--- config.mk ---
export PLATFORM = sky130hd
export DESIGN_NAME = fracclk_gen
export DESIGN_NICKNAME = d
export VERILOG_FILES = /design/src/rtl/fcg_pkg.sv /design/src/rtl/fcg_cfg.sv /design/src/rtl/fcg_step.sv /design/src/rtl/fcg_core.sv /design/src/rtl/fracclk_gen.sv
export SDC_FILE = /design/constraint.sdc
export NUM_CORES = 1
export LEC_CHECK = 0
export ABC_AREA = 1
export BUFFER_PORTS_ARGS = -buffer_cell sky130_fd_sc_hd__buf_2
export CORE_ASPECT_RATIO = 0.8
export CORE_MARGIN = 2
export CORE_UTILIZATION = 60
export DETAILED_ROUTE_END_ITERATION = 16
export PLACE_DENSITY = 0.8
export SLEW_MARGIN = 20
export SYNTH_ARGS = -nofsm -noshare
export SYNTH_HDL_FRONTEND = slang
export SYNTH_SLANG_ARGS = --single-unit
--- constraint.sdc ---
create_clock -name clk -period 3.3 [get_ports clk]
set_clock_uncertainty 0.2 [all_clocks]
set_input_delay 0.66 -clock clk [delete_from_list [all_inputs] [get_ports clk]]
set_output_delay 0.66 -clock clk [all_outputs]
set_load 0.03 [all_outputs]
--- src/rtl/fcg_pkg.sv ---
package fcg_pkg;
  typedef enum logic [1:0] {
    FCG_PULSE = 2'd0,
    FCG_HALF  = 2'd1,
    FCG_CORR  = 2'd2,
    FCG_BAD   = 2'd3
  } fcg_mode_e;
endpackage

--- src/rtl/fcg_cfg.sv ---
// Configuration holding registers and the range check on a load.
module fcg_cfg
  import fcg_pkg::*;
#(
  parameter int W        = 10,
  parameter bit HAS_CORR = 1'b1
) (
  input  logic          clk,
  input  logic          rst,
  input  logic          load,
  input  logic [1:0]    mode_in,
  input  logic [W-1:0]  inc_in,
  input  logic [W-1:0]  mod_in,
  output fcg_mode_e     mode_q,
  output logic [W-1:0]  inc_q,
  output logic [W-1:0]  mod_q,
  output logic [W-1:0]  half_q,
  output logic [W-1:0]  comp_q,
  output logic          valid_q
);
  fcg_mode_e    mode_cast;
  logic [W-1:0] half_in;
  logic [W:0]   comp_full;
  logic         corr_ok;
  logic         ok_now;

  assign mode_cast = fcg_mode_e'(mode_in);
  assign half_in   = mod_in >> 1;
  assign comp_full = {1'b1, {W{1'b0}}} - {1'b0, mod_in};

  generate
    if (HAS_CORR) begin : g_corr_on
      assign corr_ok = (inc_in < mod_in);
    end else begin : g_corr_off
      assign corr_ok = 1'b0;
    end
  endgenerate

  always_comb begin
    case (mode_cast)
      FCG_PULSE: ok_now = (inc_in < mod_in);
      FCG_HALF:  ok_now = (inc_in < half_in);
      FCG_CORR:  ok_now = corr_ok;
      default:   ok_now = 1'b0;
    endcase
  end

  always_ff @(posedge clk) begin
    if (rst) begin
      mode_q  <= FCG_PULSE;
      inc_q   <= '0;
      mod_q   <= '0;
      half_q  <= '0;
      comp_q  <= '0;
      valid_q <= 1'b0;
    end else if (load) begin
      mode_q  <= mode_cast;
      inc_q   <= inc_in;
      mod_q   <= mod_in;
      half_q  <= half_in;
      comp_q  <= comp_full[W-1:0];
      valid_q <= ok_now;
    end
  end
endmodule

--- src/rtl/fcg_step.sv ---
// Next-phase arithmetic for the three stepping rules.
module fcg_step
  import fcg_pkg::*;
#(
  parameter int W        = 10,
  parameter bit HAS_CORR = 1'b1
) (
  input  fcg_mode_e    mode,
  input  logic [W-1:0] inc,
  input  logic [W-1:0] modv,
  input  logic [W-1:0] half,
  input  logic [W-1:0] comp,
  input  logic [W-1:0] acc,
  input  logic         cor,
  output logic [W-1:0] acc_nx,
  output logic         cor_nx,
  output logic         wrap
);
  logic [W:0]   sum;
  logic [W:0]   adj;
  logic [W-1:0] corr_add;

  generate
    if (HAS_CORR) begin : g_corr_path
      assign corr_add = cor ? comp : '0;
    end else begin : g_no_corr_path
      assign corr_add = '0;
    end
  endgenerate

  assign sum = {1'b0, acc} + {1'b0, inc};

  always_comb begin
    adj    = '0;
    acc_nx = '0;
    cor_nx = 1'b0;
    wrap   = 1'b0;
    case (mode)
      FCG_PULSE: begin
        if (sum >= {1'b0, modv}) begin
          adj    = sum - {1'b0, modv};
          acc_nx = adj[W-1:0];
          wrap   = 1'b1;
        end else begin
          acc_nx = sum[W-1:0];
        end
      end
      FCG_HALF: begin
        if (acc >= half) begin
          adj    = sum - {1'b0, half};
          acc_nx = adj[W-1:0];
          wrap   = 1'b1;
        end else begin
          acc_nx = sum[W-1:0];
        end
      end
      FCG_CORR: begin
        adj    = sum + {1'b0, corr_add};
        acc_nx = adj[W-1:0];
        wrap   = adj[W];
        cor_nx = adj[W];
      end
      default: begin
        acc_nx = '0;
      end
    endcase
  end
endmodule

--- src/rtl/fcg_core.sv ---
// Phase, carry, tick and square-wave registers.
module fcg_core
  import fcg_pkg::*;
#(
  parameter int W = 10
) (
  input  logic         clk,
  input  logic         rst,
  input  logic         load,
  input  logic         valid,
  input  fcg_mode_e    mode,
  input  logic [W-1:0] inc,
  input  logic [W-1:0] modv,
  input  logic [W-1:0] acc_nx,
  input  logic         cor_nx,
  input  logic         wrap,
  output logic [W-1:0] acc_q,
  output logic         cor_q,
  output logic         tick_q,
  output logic         sq_q
);
  always_ff @(posedge clk) begin
    if (rst || load || !valid) begin
      acc_q  <= '0;
      cor_q  <= 1'b0;
      tick_q <= 1'b0;
      sq_q   <= 1'b0;
    end else begin
      acc_q  <= acc_nx;
      cor_q  <= cor_nx;
      tick_q <= wrap;
      if (mode == FCG_HALF && wrap) begin
        sq_q <= ~sq_q;
      end
    end
  end


  pulse_range_chk: assert property (@(posedge clk) disable iff (rst)
    (valid && mode == FCG_PULSE) |-> (acc_q < modv));


  pulse_tick_chk: assert property (@(posedge clk) disable iff (rst)
    (valid && mode == FCG_PULSE && tick_q) |-> (acc_q < inc));


  half_toggle_chk: assert property (@(posedge clk) disable iff (rst)
    (valid && mode == FCG_HALF && !$past(load)) |->
      ((sq_q != $past(sq_q)) == tick_q));


  idle_out_chk: assert property (@(posedge clk) disable iff (rst)
    (!valid) |-> (!tick_q && !sq_q && acc_q == '0));


  sq_quiet_chk: assert property (@(posedge clk) disable iff (rst)
    (mode != FCG_HALF) |-> !sq_q);
endmodule

--- src/rtl/fracclk_gen.sv ---
module fracclk_gen
  import fcg_pkg::*;
#(
  parameter int ACC_W    = 10,
  parameter bit HAS_CORR = 1'b1
) (
  input  logic             clk,
  input  logic             rst,
  input  logic             cfg_load,
  input  logic [1:0]       cfg_mode,
  input  logic [ACC_W-1:0] cfg_inc,
  input  logic [ACC_W-1:0] cfg_mod,
  output logic             tick_o,
  output logic             sq_o,
  output logic [ACC_W-1:0] phase_o
);
  fcg_mode_e        mode_q;
  logic [ACC_W-1:0] inc_q, mod_q, half_q, comp_q;
  logic             valid_q;
  logic [ACC_W-1:0] acc_q, acc_nx;
  logic             cor_q, cor_nx, wrap;
  logic             tick_q, sq_q;

  fcg_cfg #(.W(ACC_W), .HAS_CORR(HAS_CORR)) cfg_i (
    .clk(clk), .rst(rst), .load(cfg_load),
    .mode_in(cfg_mode), .inc_in(cfg_inc), .mod_in(cfg_mod),
    .mode_q(mode_q), .inc_q(inc_q), .mod_q(mod_q),
    .half_q(half_q), .comp_q(comp_q), .valid_q(valid_q)
  );

  fcg_step #(.W(ACC_W), .HAS_CORR(HAS_CORR)) step_i (
    .mode(mode_q), .inc(inc_q), .modv(mod_q), .half(half_q),
    .comp(comp_q), .acc(acc_q), .cor(cor_q),
    .acc_nx(acc_nx), .cor_nx(cor_nx), .wrap(wrap)
  );

  fcg_core #(.W(ACC_W)) core_i (
    .clk(clk), .rst(rst), .load(cfg_load), .valid(valid_q),
    .mode(mode_q), .inc(inc_q), .modv(mod_q),
    .acc_nx(acc_nx), .cor_nx(cor_nx), .wrap(wrap),
    .acc_q(acc_q), .cor_q(cor_q), .tick_q(tick_q), .sq_q(sq_q)
  );

  assign tick_o  = tick_q;
  assign sq_o    = sq_q;
  assign phase_o = acc_q;
endmodule

Yosys cells after proc, flatten, opt, wreduce, memory -nomap -nowiden

Cells that the tools add are included.

Multiplexer cells: 8
Magnitude comparators: 4
$add $sub $neg: 5
Equality and inequality tests: 4
Bitwise logic cells: 2
Reduce and logical (&&, ||, !) cells: 8

Operators by type and width:

| cell                                                                 | number |
|---|---|
| 10-bit two-way mux                                                   | 3 |
| 10-bit case mux with 3 select lines                                  | 1 |
| 10-bit by 10-bit adder with 11-bit output                            | 1 |
| 11-bit by 10-bit adder with 11-bit output                            | 1 |
| 11-bit by 10-bit >= comparator with 1-bit output                     | 1 |
| 10-bit by 9-bit >= comparator with 1-bit output                      | 1 |
| 10-bit < comparator                                                  | 1 |
| 10-bit by 9-bit < comparator with 1-bit output                       | 1 |
| 1-bit by 10-bit subtractor with 10-bit output (first input constant) | 1 |
| 10-bit subtractor                                                    | 1 |
| 10-bit by 9-bit subtractor with 10-bit output                        | 1 |
| 2-bit by 1-bit == test with 1-bit output (second input constant)     | 2 |
| 2-bit == test (second input constant)                                | 2 |
| 2-bit logical NOT                                                    | 2 |
| 2-bit OR reduction                                                   | 2 |
| 1-bit case mux with 3 select lines                                   | 1 |
| 1-bit logical OR                                                     | 2 |
| 1-bit two-way mux                                                    | 2 |
| 1-bit NOT                                                            | 2 |
| 1-bit case mux with 2 select lines                                   | 1 |
| 1-bit logical AND                                                    | 1 |
| 1-bit logical NOT                                                    | 1 |

Word-level logic and storage cells: 41
Register bits: 55

Logic depth before layout (Yosys ltp)

Gate-level depths: netlist of run 1.

Word-level depth: 5
Depth in mapped cells: 24

Hierarchy

A second synthesis of run 1 with hierarchy kept.

Cells, all modules: 767
Area, all modules: 5,024.8 um2

By module, submodules not included:

| module   | area each (um2) | seq. area each (um2) | cells an instance | instances |
|---|---|---|---|---|
| fcg_step | 2,708.8         | 0.0                  | 468               | 1 |
| fcg_cfg  | 1,816.7         | 640.6                | 250               | 1 |
| fcg_core | 499.2           | 260.2                | 49                | 1 |

Worst setup path after synthesis of run 1

Ideal clock, no wire load.

Path type: reg2reg
Start: register core_i.acc_q[0]
End: register core_i.acc_q[7]
Cell stages (with the launch flop): 25
Required time: 2.991 ns
Clock period less this slack: 3.152 ns
Setup slack: 0.148 ns
Arrival time: 2.843 ns
Path buffers: 0
Setup time: 0.109 ns
Cells stage by stage: dfxtp_1 ha_1 fa_1 nand2_2 nand2_2 nand3_2 nand2_2 nand2_2 nand2_2 ha_1 nand2_1 nor3_1 nand2_1 nand2_2 nand2_2 nand2_2 nand2_2 nand2_4 inv_2 nand2_1 nand2_2 nand2_1 nand3_1 nand2_1 inv_1

Longest elaborated chain between the ends: 4

RTL lines:

| item                                                                  | line                           | source |
|---|---|---|
| start, declared                                                       | fcg_core.sv:17                 | `output logic [W-1:0] acc_q,` |
| start signal, assigned                                                | fcg_core.sv:29                 | `acc_q <= acc_nx;` |
| 10-bit by 10-bit adder with 11-bit output                             | fcg_step.sv:31                 | `assign sum = {1'b0, acc} + {1'b0, inc};` |
| 10-bit by 9-bit subtractor with 10-bit output (tied with other cells) | fcg_step.sv:50                 | `adj = sum - {1'b0, half};` |
| 10-bit two-way mux, on equally long branches                          | fcg_step.sv:49, fcg_step.sv:40 |  |
| 10-bit case mux with 3 select lines *                                 | fcg_step.sv:38                 | `case (mode)` |

Every way passes the cells marked *; elsewhere a longest branch is shown, timed or not.
A chain may end at the register's enable or synchronous reset.

Worst setup path after layout of run 1

Start: register core_i.acc_q[0]
End: register core_i.acc_q[6]

Same word-level chain as after synthesis.

==> reports/summary.txt, run 1 <==
H-tree levels: 2
Final setup viols: 0
Gpl congestion: 0.978
DRC viols: 0
Mapped Area: 4320 sq um
Tmin final: 3.26 ns
Peak supply drop: 0.221 mV
GRT overflow: 0
Internal power: 1.08 mW
Vias in the first global route: 4289
First-pass GRT wire length: 20700 um
Setup crit end kind: flop
CORE AREA: 6930 sq um
IO Pins: 37
Die height: 79.9 um
Filler cells: 539
Post-synthesis cell type count: 39
Synth area leaders: dfxtp_1 21%, ha_1 19%, nand2_1 11%
Ant diodes: 0
Vias/cell: 5.88
Sequential share of the synthesized area: 20.9%
Pre-CTS setup slack: -0.159 ns
Slew margin rel.: 46.6%
CTS max path bufs: 2
Critical path's slowest cell: fa_2
Max Clk Rate: 307 MHz
Critical path launch point type: flop
Crit path largest cell delay: 0.40 ns
CTS Root Cell: clkbuf_8
Total chip power: 1.75 mW
Commonest cells in the netlist: 130 x nand2_1, 97 x inv_1, 64 x ha_1
Clock Power Share: 25.0%
Layout area overhead: 18.5%
Reg area: 906 sq um
Number of enable flip-flop cells after synthesis: 0
Ys flop type: dfxtp_1
Worst setup margin: 0.0447 ns
Net Sw Frac: 38.5%
Power Density: 342 nW/um^2
Hold Buf Count CTS: 0
Post-synth ARST share: 0%
Final instance area: 5120 sq um
Yosys top cell by area: dfxtp_1
Critical path class: reg -> reg
Least-Margin Pin Slew: 0.798 ns
Share of cells above drive strength 1: 20.3%
Leakage: 2.68 nW
Top-count cell post-synth: nand2_1
Post-DRT Antenna Nets: 0
Combinational Power Share: 41.4%
Hold Vio Cnt, Final: 0
Largest net degree at the start of global routing: 23
DR vias: 4533
CP Buf/Inv Count: 1
Ys Warns: 0
Area of the multi-input gates: 3240 sq um
Final max-slew violation count: 0
Starting Density: 62.4%
Sequential Power Share: 33.5%
Initial antenna violation count: 0
WL/cell: 17.3 um
Psw: 0.675 mW
Final net count: 776
CTS tree: done
Full die area: 7900 sq um
Post-synthesis register bit count: 45
Clk_lat worst skew: 0.31 ns
Setup TNS: 0 ns
Num CTS Buffers: 5
Mapped Avg Cell Area: 6.93 sq um
Final Util: 73.9%
Dpl cell area: 4720 sq um
Cells after synthesis: 623
Die width: 98.9 um
Worst path arrival time: 3.28 ns
Sink Count: 45
Max-Cap Viols: 0
Crit path required time: 3.33 ns
Rows: 27
Port Buffers: 36
Min-delay worst type: reg -> reg
Synthesized Nets: 716
Routed WL: 13300 um
Most used cell, CP: nand2_4
Hpwl dp: 10100 um
GRT Total Usage: 32.9%
Share of the synthesized area in the top cell type: 20.9%
Final clock period utilization by the worst path: 98.6%
Status: completed
Worst-path fanout max: 8
Clock slew seen by the registers of the worst setup and hold paths: 0.10 ns
DRT Pass-1 Iters: 6
Iter 0 DRT Violations: 502
Cell family with most CP delay: simple AND/OR/NAND/NOR gates
CP cell instances: ha_4, fa_2, nand2_2, nand2_4, nand3_2, nand3_1, nand2_4, ha_4, a21o_1, a31oi_2, nand2_2, nand2_2, nand2_4, inv_2, nand2_4, nand2_4, nand2_1, a31oi_1
[registers in the layout (all words and copies together) (netlist names)]
register	count
cfg_i.comp_q	10
cfg_i.inc_q	10
cfg_i.mod_q	9
cfg_i.mode_q	2
cfg_i.valid_q	1
core_i.acc_q	10
core_i.cor_q	1
core_i.sq_q	1
core_i.tick_q	1
[worst min-delay path, cell delays in order (launching register included)]
cell	delay, ns
dfxtp_1	0.35
a32oi_1	0.06
o31ai_1	0.06
[worst paths after layout]
check	from	to	slack [ns]	cells after the start
worst max register to register	core_i.acc_q[0]$_SDFF_PP0_	core_i.acc_q[6]$_SDFF_PP0_	0.04	18
worst max-delay path	core_i.acc_q[0]$_SDFF_PP0_	core_i.acc_q[6]$_SDFF_PP0_	0.04	18
worst min-delay path	cfg_i.comp_q[8]$_SDFFE_PP0P_	cfg_i.comp_q[8]$_SDFFE_PP0P_	0.28	2
worst min register to register	cfg_i.comp_q[8]$_SDFFE_PP0P_	cfg_i.comp_q[8]$_SDFFE_PP0P_	0.28	2
[repair_timing]
action,CTS,global route
setup endpoints to repair,11,12
resized for setup,9,37
setup buffers,0,6
pin swaps,0,12
[per-layer routing]
metal	share of wire (%)	wire, um	vias to the layer above	track usage, %
li1	-	-	2197	-
met1	44	5860	2064	45.0
met2	45	6060	224	55.1
met3	8.4	1120	48	4.82
met4	2.1	280	0	6.71
met5	0	0	-	0
[metrics by stage]
| stage | hold slack [ns] | instances |
|---|---|---|
| 6_report | 0.285 | 771 |
| 3_5_place_dp | 0.258 | 757 |
| 5_1_grt | 0.305 | 771 |
| 3_3_place_gp | 0.250 | 757 |
| 2_1_floorplan | 0.228 | 623 |
| 4_1_cts | 0.281 | 765 |
[area by class of cell]
type | count | share of cell area (%)
Inverter | 102 | 7.53
Clock buffer | 6 | 1.42
Tap cell | 87 | 2.13
Sequential cell | 45 | 17.7
Multi-Input combinational cell | 468 | 63.3
Timing Repair Buffer | 61 | 7.18
Clock inverter | 2 | 0.758
[placed cells by master, fill, tap and decap left out, types with 6 or more instances in the layout]
master,Yosys,final
a21oi_1,41,36
a21oi_2,1,6
a22o_1,11,11
a31oi_1,11,10
buf_2,1,36
buf_4,0,25
dfxtp_1,45,41
ha_1,64,53
ha_4,0,9
inv_1,97,96
nand2_1,130,124
nand2_2,16,16
nand2_4,3,9
nand3_1,32,31
nor2_1,43,42
nor3_1,8,7
o211ai_1,9,9
o21ai_0,22,21
o22ai_1,11,11
o31ai_1,6,6
xor2_1,17,16
[power by group through the flow]
stage | clock [mW] | sequential, mW | combinational (mW)
after floorplan | 0 | 0.596 | 0.453
after global placement | 0 | 0.598 | 0.610
after CTS | 0.439 | 0.586 | 0.648
final | 0.439 | 0.588 | 0.726
after detailed placement | 0 | 0.598 | 0.627
after global routing | 0.457 | 0.590 | 0.790
[kinds of logic (layout without fill, tap and decap cells)]
| family | after synthesis | in the layout | synth area share, % |
|---|---|---|---|
| buffers and inverters | 110 | 171 | 9.59 |
| flip-flops | 45 | 45 | 20.9 |
| AO/OA/AOI/OAI | 129 | 129 | 18.6 |
| adder cells (fa/ha/maj) | 68 | 68 | 20.4 |
| AND/OR/NAND/NOR | 250 | 250 | 26.3 |
| XOR/XNOR | 21 | 21 | 4.26 |
Note: power is estimated with default switching activity, not from simulation.
==> run 2, diff against run 1 <==
--- a/config.mk
+++ b/config.mk
@@ -7,11 +7,13 @@
 export LEC_CHECK = 0
 export ABC_AREA = 1
 export BUFFER_PORTS_ARGS = -buffer_cell sky130_fd_sc_hd__buf_2
+export CELL_PAD_IN_SITES_DETAIL_PLACEMENT = 0
+export CELL_PAD_IN_SITES_GLOBAL_PLACEMENT = 1
 export CORE_ASPECT_RATIO = 0.8
 export CORE_MARGIN = 2
-export CORE_UTILIZATION = 60
+export CORE_UTILIZATION = 44
 export DETAILED_ROUTE_END_ITERATION = 16
-export PLACE_DENSITY = 0.8
+export PLACE_DENSITY_LB_ADDON = 0.1
 export SLEW_MARGIN = 20
 export SYNTH_ARGS = -nofsm -noshare
 export SYNTH_HDL_FRONTEND = slang
==> run 2 against run 1 <==
Effect of this change:
- hold slack worse by 0.012 ns
- wire length is 2.8% higher
- final cell count is 5.7% higher
- global-route usage is 6.5 points lower
- clock-buffer cell count stayed put
- setup slack better by 0.11 ns
- register-to-register slack better by 0.11 ns
- non-clock buffer count is 12 higher
- sequential power hardly changed
- critical path depth is 1 lower
- critical path type unchanged
- highest routed layer unchanged
==> reports/summary.txt, run 2 (same netlist as run 1, synthesis figures left out) <==
Worst-path fanout max: 4 (was 8)
Biggest registers after layout: cfg_i.comp_q: 10 flops, cfg_i.inc_q: 10 flops, core_i.acc_q: 10 flops (unchanged)
Routed WL: 13700 um (was 13300 um)
Die width: 115 um (was 98.9 um)
Max Clk Rate: 318 MHz (was 307 MHz)
Power Density: 345 nW/um^2 (was 342 nW/um^2)
CTS tree: done (unchanged)
Worst setup margin: 0.153 ns (was 0.0447 ns)
Slew margin rel.: 58.3% (was 46.6%)
CORE AREA: 9610 sq um (was 6930 sq um)
Min-delay worst type: reg -> reg (unchanged)
Sink Count: 45 (unchanged)
DRT Pass-1 Iters: 5 (was 6)
Final max-slew violation count: 0 (unchanged)
IO Pins: 37 (unchanged)
Rows: 32 (was 27)
GRT overflow: 0 (unchanged)
Vias/cell: 5.44 (was 5.88)
Area of the multi-input gates: 3310 sq um (was 3240 sq um)
Starting Density: 44.9% (was 62.4%)
CTS Root Cell: clkbuf_16 (was clkbuf_8)
H-tree levels: 2 (unchanged)
First-pass GRT wire length: 21700 um (was 20700 um)
Clock slew seen by the registers of the worst setup and hold paths: 0.07 ns (was 0.10 ns)
Hold_ws: 0.273 ns (was 0.285 ns)
Share of cells above drive strength 1: 23.0% (was 20.3%)
Peak supply drop: 0.202 mV (was 0.221 mV)
Crit path required time: 3.31 ns (was 3.33 ns)
CP Buf/Inv Count: 1 (unchanged)
Leakage: 2.76 nW (was 2.68 nW)
Clk_lat worst skew: 0.29 ns (was 0.31 ns)
Vias in the first global route: 4151 (was 4289)
Critical path class: reg -> reg (unchanged)
Most frequent cells in the layout: 121 x nand2_1, 95 x inv_1, 49 x ha_1 (was 124 x nand2_1, 96 x inv_1, 53 x ha_1)
Crit path largest cell delay: 0.38 ns (was 0.40 ns)
Final net count: 788 (was 776)
Pre-CTS setup slack: -0.0841 ns (was -0.159 ns)
Final clock period utilization by the worst path: 95.4% (was 98.6%)
Gpl congestion: 0.900 (was 0.978)
Critical path launch point type: flop (unchanged)
Post-DRT Antenna Nets: 0 (unchanged)
Inst Count DP: 799 (was 757)
Worst path arrival time: 3.15 ns (was 3.28 ns)
CP cell instances: ha_1, nand2_1, nand2_1, a21oi_1, nand2_1, nand2_2, nand2_4, ha_4, a21o_1, a31oi_2, nand2_2, nand2_2, nand2_4, buf_4, a21oi_1, o21ai_1, a31oi_1 (was ha_4, fa_2, nand2_2, nand2_4, nand3_2, nand3_1, nand2_4, ha_4, a21o_1, a31oi_2, nand2_2, nand2_2, nand2_4, inv_2, nand2_4, nand2_4, nand2_1, a31oi_1)
Initial antenna violation count: 0 (unchanged)
Layout area overhead: 23.9% (was 18.5%)
Max-Cap Viols: 0 (unchanged)
Iter 0 DRT Violations: 290 (was 502)
Tmin final: 3.15 ns (was 3.26 ns)
Hold Vio Cnt, Final: 0 (unchanged)
Final setup viols: 0 (unchanged)
Critical path's slowest cell: ha_1 (was fa_2)
GRT Total Usage: 26.4% (was 32.9%)
Port Buffers: 36 (unchanged)
Final std cells w/o fill: 815 (was 771)
Reg area: 907 sq um (was 906 sq um)
Commonest non-fill, non-tap cell in the layout: nand2_1 (unchanged)
Num CTS Buffers: 5 (unchanged)
Setup TNS: 0 ns (unchanged)
DRC viols: 0 (unchanged)
Hpwl dp: 11000 um (was 10100 um)
Cell family with most CP delay: compound AO/OA/AOI/OAI gates (was simple AND/OR/NAND/NOR gates)
DR vias: 4430 (was 4533)
Die height: 92.6 um (was 79.9 um)
Filler cells: 949 (was 539)
Least-Margin Pin Slew: 0.623 ns (was 0.798 ns)
Hold Buf Count CTS: 0 (unchanged)
Full die area: 10600 sq um (was 7900 sq um)
Setup crit end kind: flop (unchanged)
WL/cell: 16.8 um (was 17.3 um)
Largest net degree at the start of global routing: 23 (unchanged)
Status: completed (unchanged)
CTS max path bufs: 2 (unchanged)
Ant diodes: 0 (unchanged)
run 2: cell types whose count changed in the layout (fill, tap and decap cells not counted), sizes merged:
cell      change
buf          +12
clkinvlp      +2
bufinv        -1
clkinv        -1
run 2: routing by layer:
layer,up-vias,wire (um),track usage (%)
met1,2056,6880,38.3
met4,0,155,4.02
li1,2224,-,-
met2,134,5860,41.1
met5,-,0,0
met3,16,805,5.37
run 2: layout make-up:
type                            count  share of cell area, %
Clock buffer                        6                   2.41
Sequential cell                    45                   17.0
Clock inverter                      2                  0.281
Tap cell                          119                   2.78
Timing Repair Buffer               73                   8.56
Multi-Input combinational cell    468                   61.8
Inverter                          102                   7.20
run 2: worst paths after layout:
| kind | start | endpoint | slack (ns) | cells after the start |
|---|---|---|---|---|
| max reg2reg | core_i.acc_q[5]$_SDFF_PP0_ | core_i.acc_q[2]$_SDFF_PP0_ | 0.15 | 17 |
| min reg2reg | cfg_i.comp_q[8]$_SDFFE_PP0P_ | cfg_i.comp_q[8]$_SDFFE_PP0P_ | 0.27 | 2 |
| min | cfg_i.comp_q[8]$_SDFFE_PP0P_ | cfg_i.comp_q[8]$_SDFFE_PP0P_ | 0.27 | 2 |
| max | core_i.acc_q[5]$_SDFF_PP0_ | core_i.acc_q[2]$_SDFF_PP0_ | 0.15 | 17 |
run 2: tightest hold or removal path, stage by stage, from the launching register on:
cell     delay [ns]
dfxtp_1        0.33
a32oi_1        0.05
o31ai_1        0.06
run 2: through the flow:
stage                     total power [mW]  instance area, sq um  util (%)
after floorplan                       1.05                  4320         -
after global placement                1.24                  4830      50.3
after detailed placement              1.24                  4830      50.3
after CTS                             1.76                  5020      52.3
after global routing                  1.96                  5350      55.7
final                                 1.85                  5350      55.7
run 2: report_power, final:
group | internal, mW | total, mW | switching [mW]
logic | 0.302 | 0.736 | 0.434
registers | 0.569 | 0.588 | 0.0189
clock network | 0.282 | 0.521 | 0.239
total | 1.15 | 1.85 | 0.692
run 2: timing repair:
action / in CTS / in global routing
buffers inserted: 0 / 8
cloned: 0 / 0
endpoints found under the setup margin: 9 / 12
pin swaps: 1 / 19
resized for setup: 7 / 48
==> run 3, diff against run 2 <==
--- a/config.mk
+++ b/config.mk
@@ -13,7 +13,7 @@
 export CORE_MARGIN = 2
 export CORE_UTILIZATION = 44
 export DETAILED_ROUTE_END_ITERATION = 16
-export PLACE_DENSITY_LB_ADDON = 0.1
+export PLACE_DENSITY = 0.89
 export SLEW_MARGIN = 20
 export SYNTH_ARGS = -nofsm -noshare
 export SYNTH_HDL_FRONTEND = slang
==> run 3 against run 2 <==
Effect of this change:
- combinational power hardly changed
- wire length is 2.9% lower
- sequential power is essentially flat
- via count up 0.47%
- critical path type unchanged
==> reports/summary.txt, run 3 (same netlist as run 1, synthesis figures left out) <==
Hpwl dp: 10800 um (was 11000 um)
GRT Total Usage: 25.8% (was 26.4%)
Critical path's slowest cell: fa_2 (was ha_1)
Leakage: 2.75 nW (was 2.76 nW)
Crit path largest cell delay: 0.36 ns (was 0.38 ns)
Num CTS Buffers: 5 (unchanged)
Hold_ws: 0.273 ns (about the same)
Worst R2R Setup Slack: 0.12 ns (was 0.15 ns)
Layout area overhead: 22.4% (was 23.9%)
Commonest non-fill, non-tap cell in the layout: nand2_1 (unchanged)
Hold Vio Cnt, Final: 0 (unchanged)
Max Clk Rate: 314 MHz (was 318 MHz)
Initial antenna violation count: 0 (unchanged)
Total chip power: 1.91 mW (was 1.85 mW)
Combinational Power Share: 38.5% (was 39.9%)
CORE AREA: 9610 sq um (unchanged)
Final setup viols: 0 (unchanged)
Biggest registers after layout: cfg_i.comp_q: 10 flops, cfg_i.inc_q: 10 flops, core_i.acc_q: 10 flops (unchanged)
Most used cell, CP: nand2_2
Largest net degree at the start of global routing: 23 (unchanged)
Vias in the first global route: 4304 (was 4151)
GRT overflow: 0 (unchanged)
Tmin final: 3.18 ns (was 3.15 ns)
Inst Count DP: 799 (unchanged)
Share of cells above drive strength 1: 21.8% (was 23.0%)
Status: completed (unchanged)
Starting Density: 44.9% (unchanged)
CTS tree: done (unchanged)
Iter 0 DRT Violations: 287 (was 290)
Max-Cap Viols: 0 (unchanged)
CP cell instances: ha_2, fa_2, buf_4, xor2_1, buf_4, ha_4, nand2_1, o21ai_2, nand2_1, nand2_2, nand2_2, nand2_2, nand2_2, nand2_4, nand2_4, inv_2, nand3_1, nand3_1, nand2_1, inv_1 (was ha_1, nand2_1, nand2_1, a21oi_1, nand2_1, nand2_2, nand2_4, ha_4, a21o_1, a31oi_2, nand2_2, nand2_2, nand2_4, buf_4, a21oi_1, o21ai_1, a31oi_1)
DRC viols: 0 (unchanged)
Worst-path fanout max: 8 (was 4)
Sink Count: 45 (unchanged)
CTS Root Cell: clkbuf_16 (unchanged)
Clock slew seen by the registers of the worst setup and hold paths: 0.07 ns (about the same)
Final clock period utilization by the worst path: 96.5% (was 95.4%)
Pre-CTS setup slack: -0.00916 ns (was -0.0841 ns)
Die height: 92.6 um (unchanged)
DR vias: 4451 (was 4430)
Routed WL: 13300 um (was 13700 um)
Internal power: 1.23 mW (was 1.15 mW)
Slew margin rel.: 60.9% (was 58.3%)
Worst path arrival time: 3.23 ns (was 3.15 ns)
Rows: 32 (unchanged)
DRT Pass-1 Iters: 5 (unchanged)
Critical path class: reg -> reg (unchanged)
Port Buffers: 36 (unchanged)
RSZ-0062 raised after global routing: yes
Final net count: 786 (was 788)
Sequential Power Share: 30.7% (was 31.9%)
Net Sw Frac: 35.8% (was 37.5%)
Ant diodes: 0 (unchanged)
Final instance area: 5290 sq um (was 5350 sq um)
Vias/cell: 5.47 (was 5.44)
Psw: 0.683 mW (was 0.692 mW)
Post-DRT Antenna Nets: 0 (unchanged)
Critical path launch point type: flop (unchanged)
Gpl congestion: 0.943 (was 0.900)
Power Density: 361 nW/um^2 (was 345 nW/um^2)
Min-delay worst type: reg -> reg (unchanged)
First-pass GRT wire length: 21600 um (was 21700 um)
Reg area: 907 sq um (unchanged)
Full die area: 10600 sq um (unchanged)
Die width: 115 um (unchanged)
Peak supply drop: 0.193 mV (was 0.202 mV)
Worst setup margin: 0.115 ns (was 0.153 ns)
Setup crit end kind: flop (unchanged)
Clk_lat worst skew: 0.29 ns (about the same)
Dpl cell area: 4830 sq um (unchanged)
IO Pins: 37 (unchanged)
Area of the multi-input gates: 3240 sq um (was 3310 sq um)
Least-Margin Pin Slew: 0.585 ns (was 0.623 ns)
H-tree levels: 2 (unchanged)
Clock Power Share: 30.9% (was 28.2%)
Final max-slew violation count: 0 (unchanged)
WL/cell: 16.4 um (was 16.8 um)
Final std cells w/o fill: 813 (was 815)
Most frequent cells in the layout: 125 x nand2_1, 95 x inv_1, 53 x ha_1 (was 121 x nand2_1, 95 x inv_1, 49 x ha_1)
Crit path required time: 3.34 ns (was 3.31 ns)
CTS max path bufs: 2 (unchanged)
Filler cells: 936 (was 949)
[run 3: path summary, 6_finish.rpt]
check	from	to	cells after the start
worst min register to register	cfg_i.comp_q[3]$_SDFFE_PP0P_	cfg_i.comp_q[3]$_SDFFE_PP0P_	2
worst max-delay path	core_i.acc_q[0]$_SDFF_PP0_	core_i.acc_q[7]$_SDFF_PP0_	20
worst max register to register	core_i.acc_q[0]$_SDFF_PP0_	core_i.acc_q[7]$_SDFF_PP0_	20
worst min-delay path	cfg_i.comp_q[3]$_SDFFE_PP0P_	cfg_i.comp_q[3]$_SDFFE_PP0P_	2
[run 3: stage by stage]
step | utilization [%] | TNS [ns]
2_1_floorplan | - | 0
3_3_place_gp | 50.3 | 0
3_5_place_dp | 50.3 | -0.00916
4_1_cts | 52.5 | 0
5_1_grt | 55.0 | -0.0689
6_report | 55.0 | 0
[run 3: power groups by stage]
stage          clock [mW]  combinational [mW]  sequential (mW)
5_1_grt             0.620               0.810            0.589
3_3_place_gp            0               0.652            0.597
3_5_place_dp            0               0.656            0.597
4_1_cts             0.594               0.671            0.585
6_report            0.589               0.735            0.586
2_1_floorplan           0               0.453            0.596
[run 3: what timing repair did]
| action | CTS | global route |
|---|---|---|
| hold buffers | 0 | 0 |
| resized for setup | 4 | 39 |
| pin swaps | 2 | 8 |
| buffers inserted | 1 | 5 |
| endpoints found under the hold margin | 0 | 0 |
| endpoints found under the setup margin | 8 | 12 |
[run 3: metal layers]
layer / up-vias / GRT usage, % / part of all wire, % / routed length, um
met5: - / 0 / 0 / 0
met4: 0 / 5.82 / 1.6 / 219
met3: 20 / 4.97 / 6.6 / 876
met2: 130 / 39.7 / 43 / 5670
met1: 2074 / 37.2 / 49 / 6540
li1: 2227 / - / - / -
[run 3: critical path, delay by kind of cell, from the launching register on]
kind	cells	cell delay, ns
AND/OR/NAND/NOR	11	0.90
adder cells (fa/ha/maj)	3	0.86
buffers and inverters	4	0.52
flip-flops	1	0.33
AO/OA/AOI/OAI	1	0.18
XOR/XNOR	1	0.13
[run 3: final cells by class]
type | instances | area share, %
clock buffer | 6 | 2.44
multi-input combinational | 468 | 61.2
tap | 119 | 2.82
sequential | 45 | 17.2
clock inverter | 2 | 0.734
inverter | 102 | 7.24
timing repair buffer | 71 | 8.38
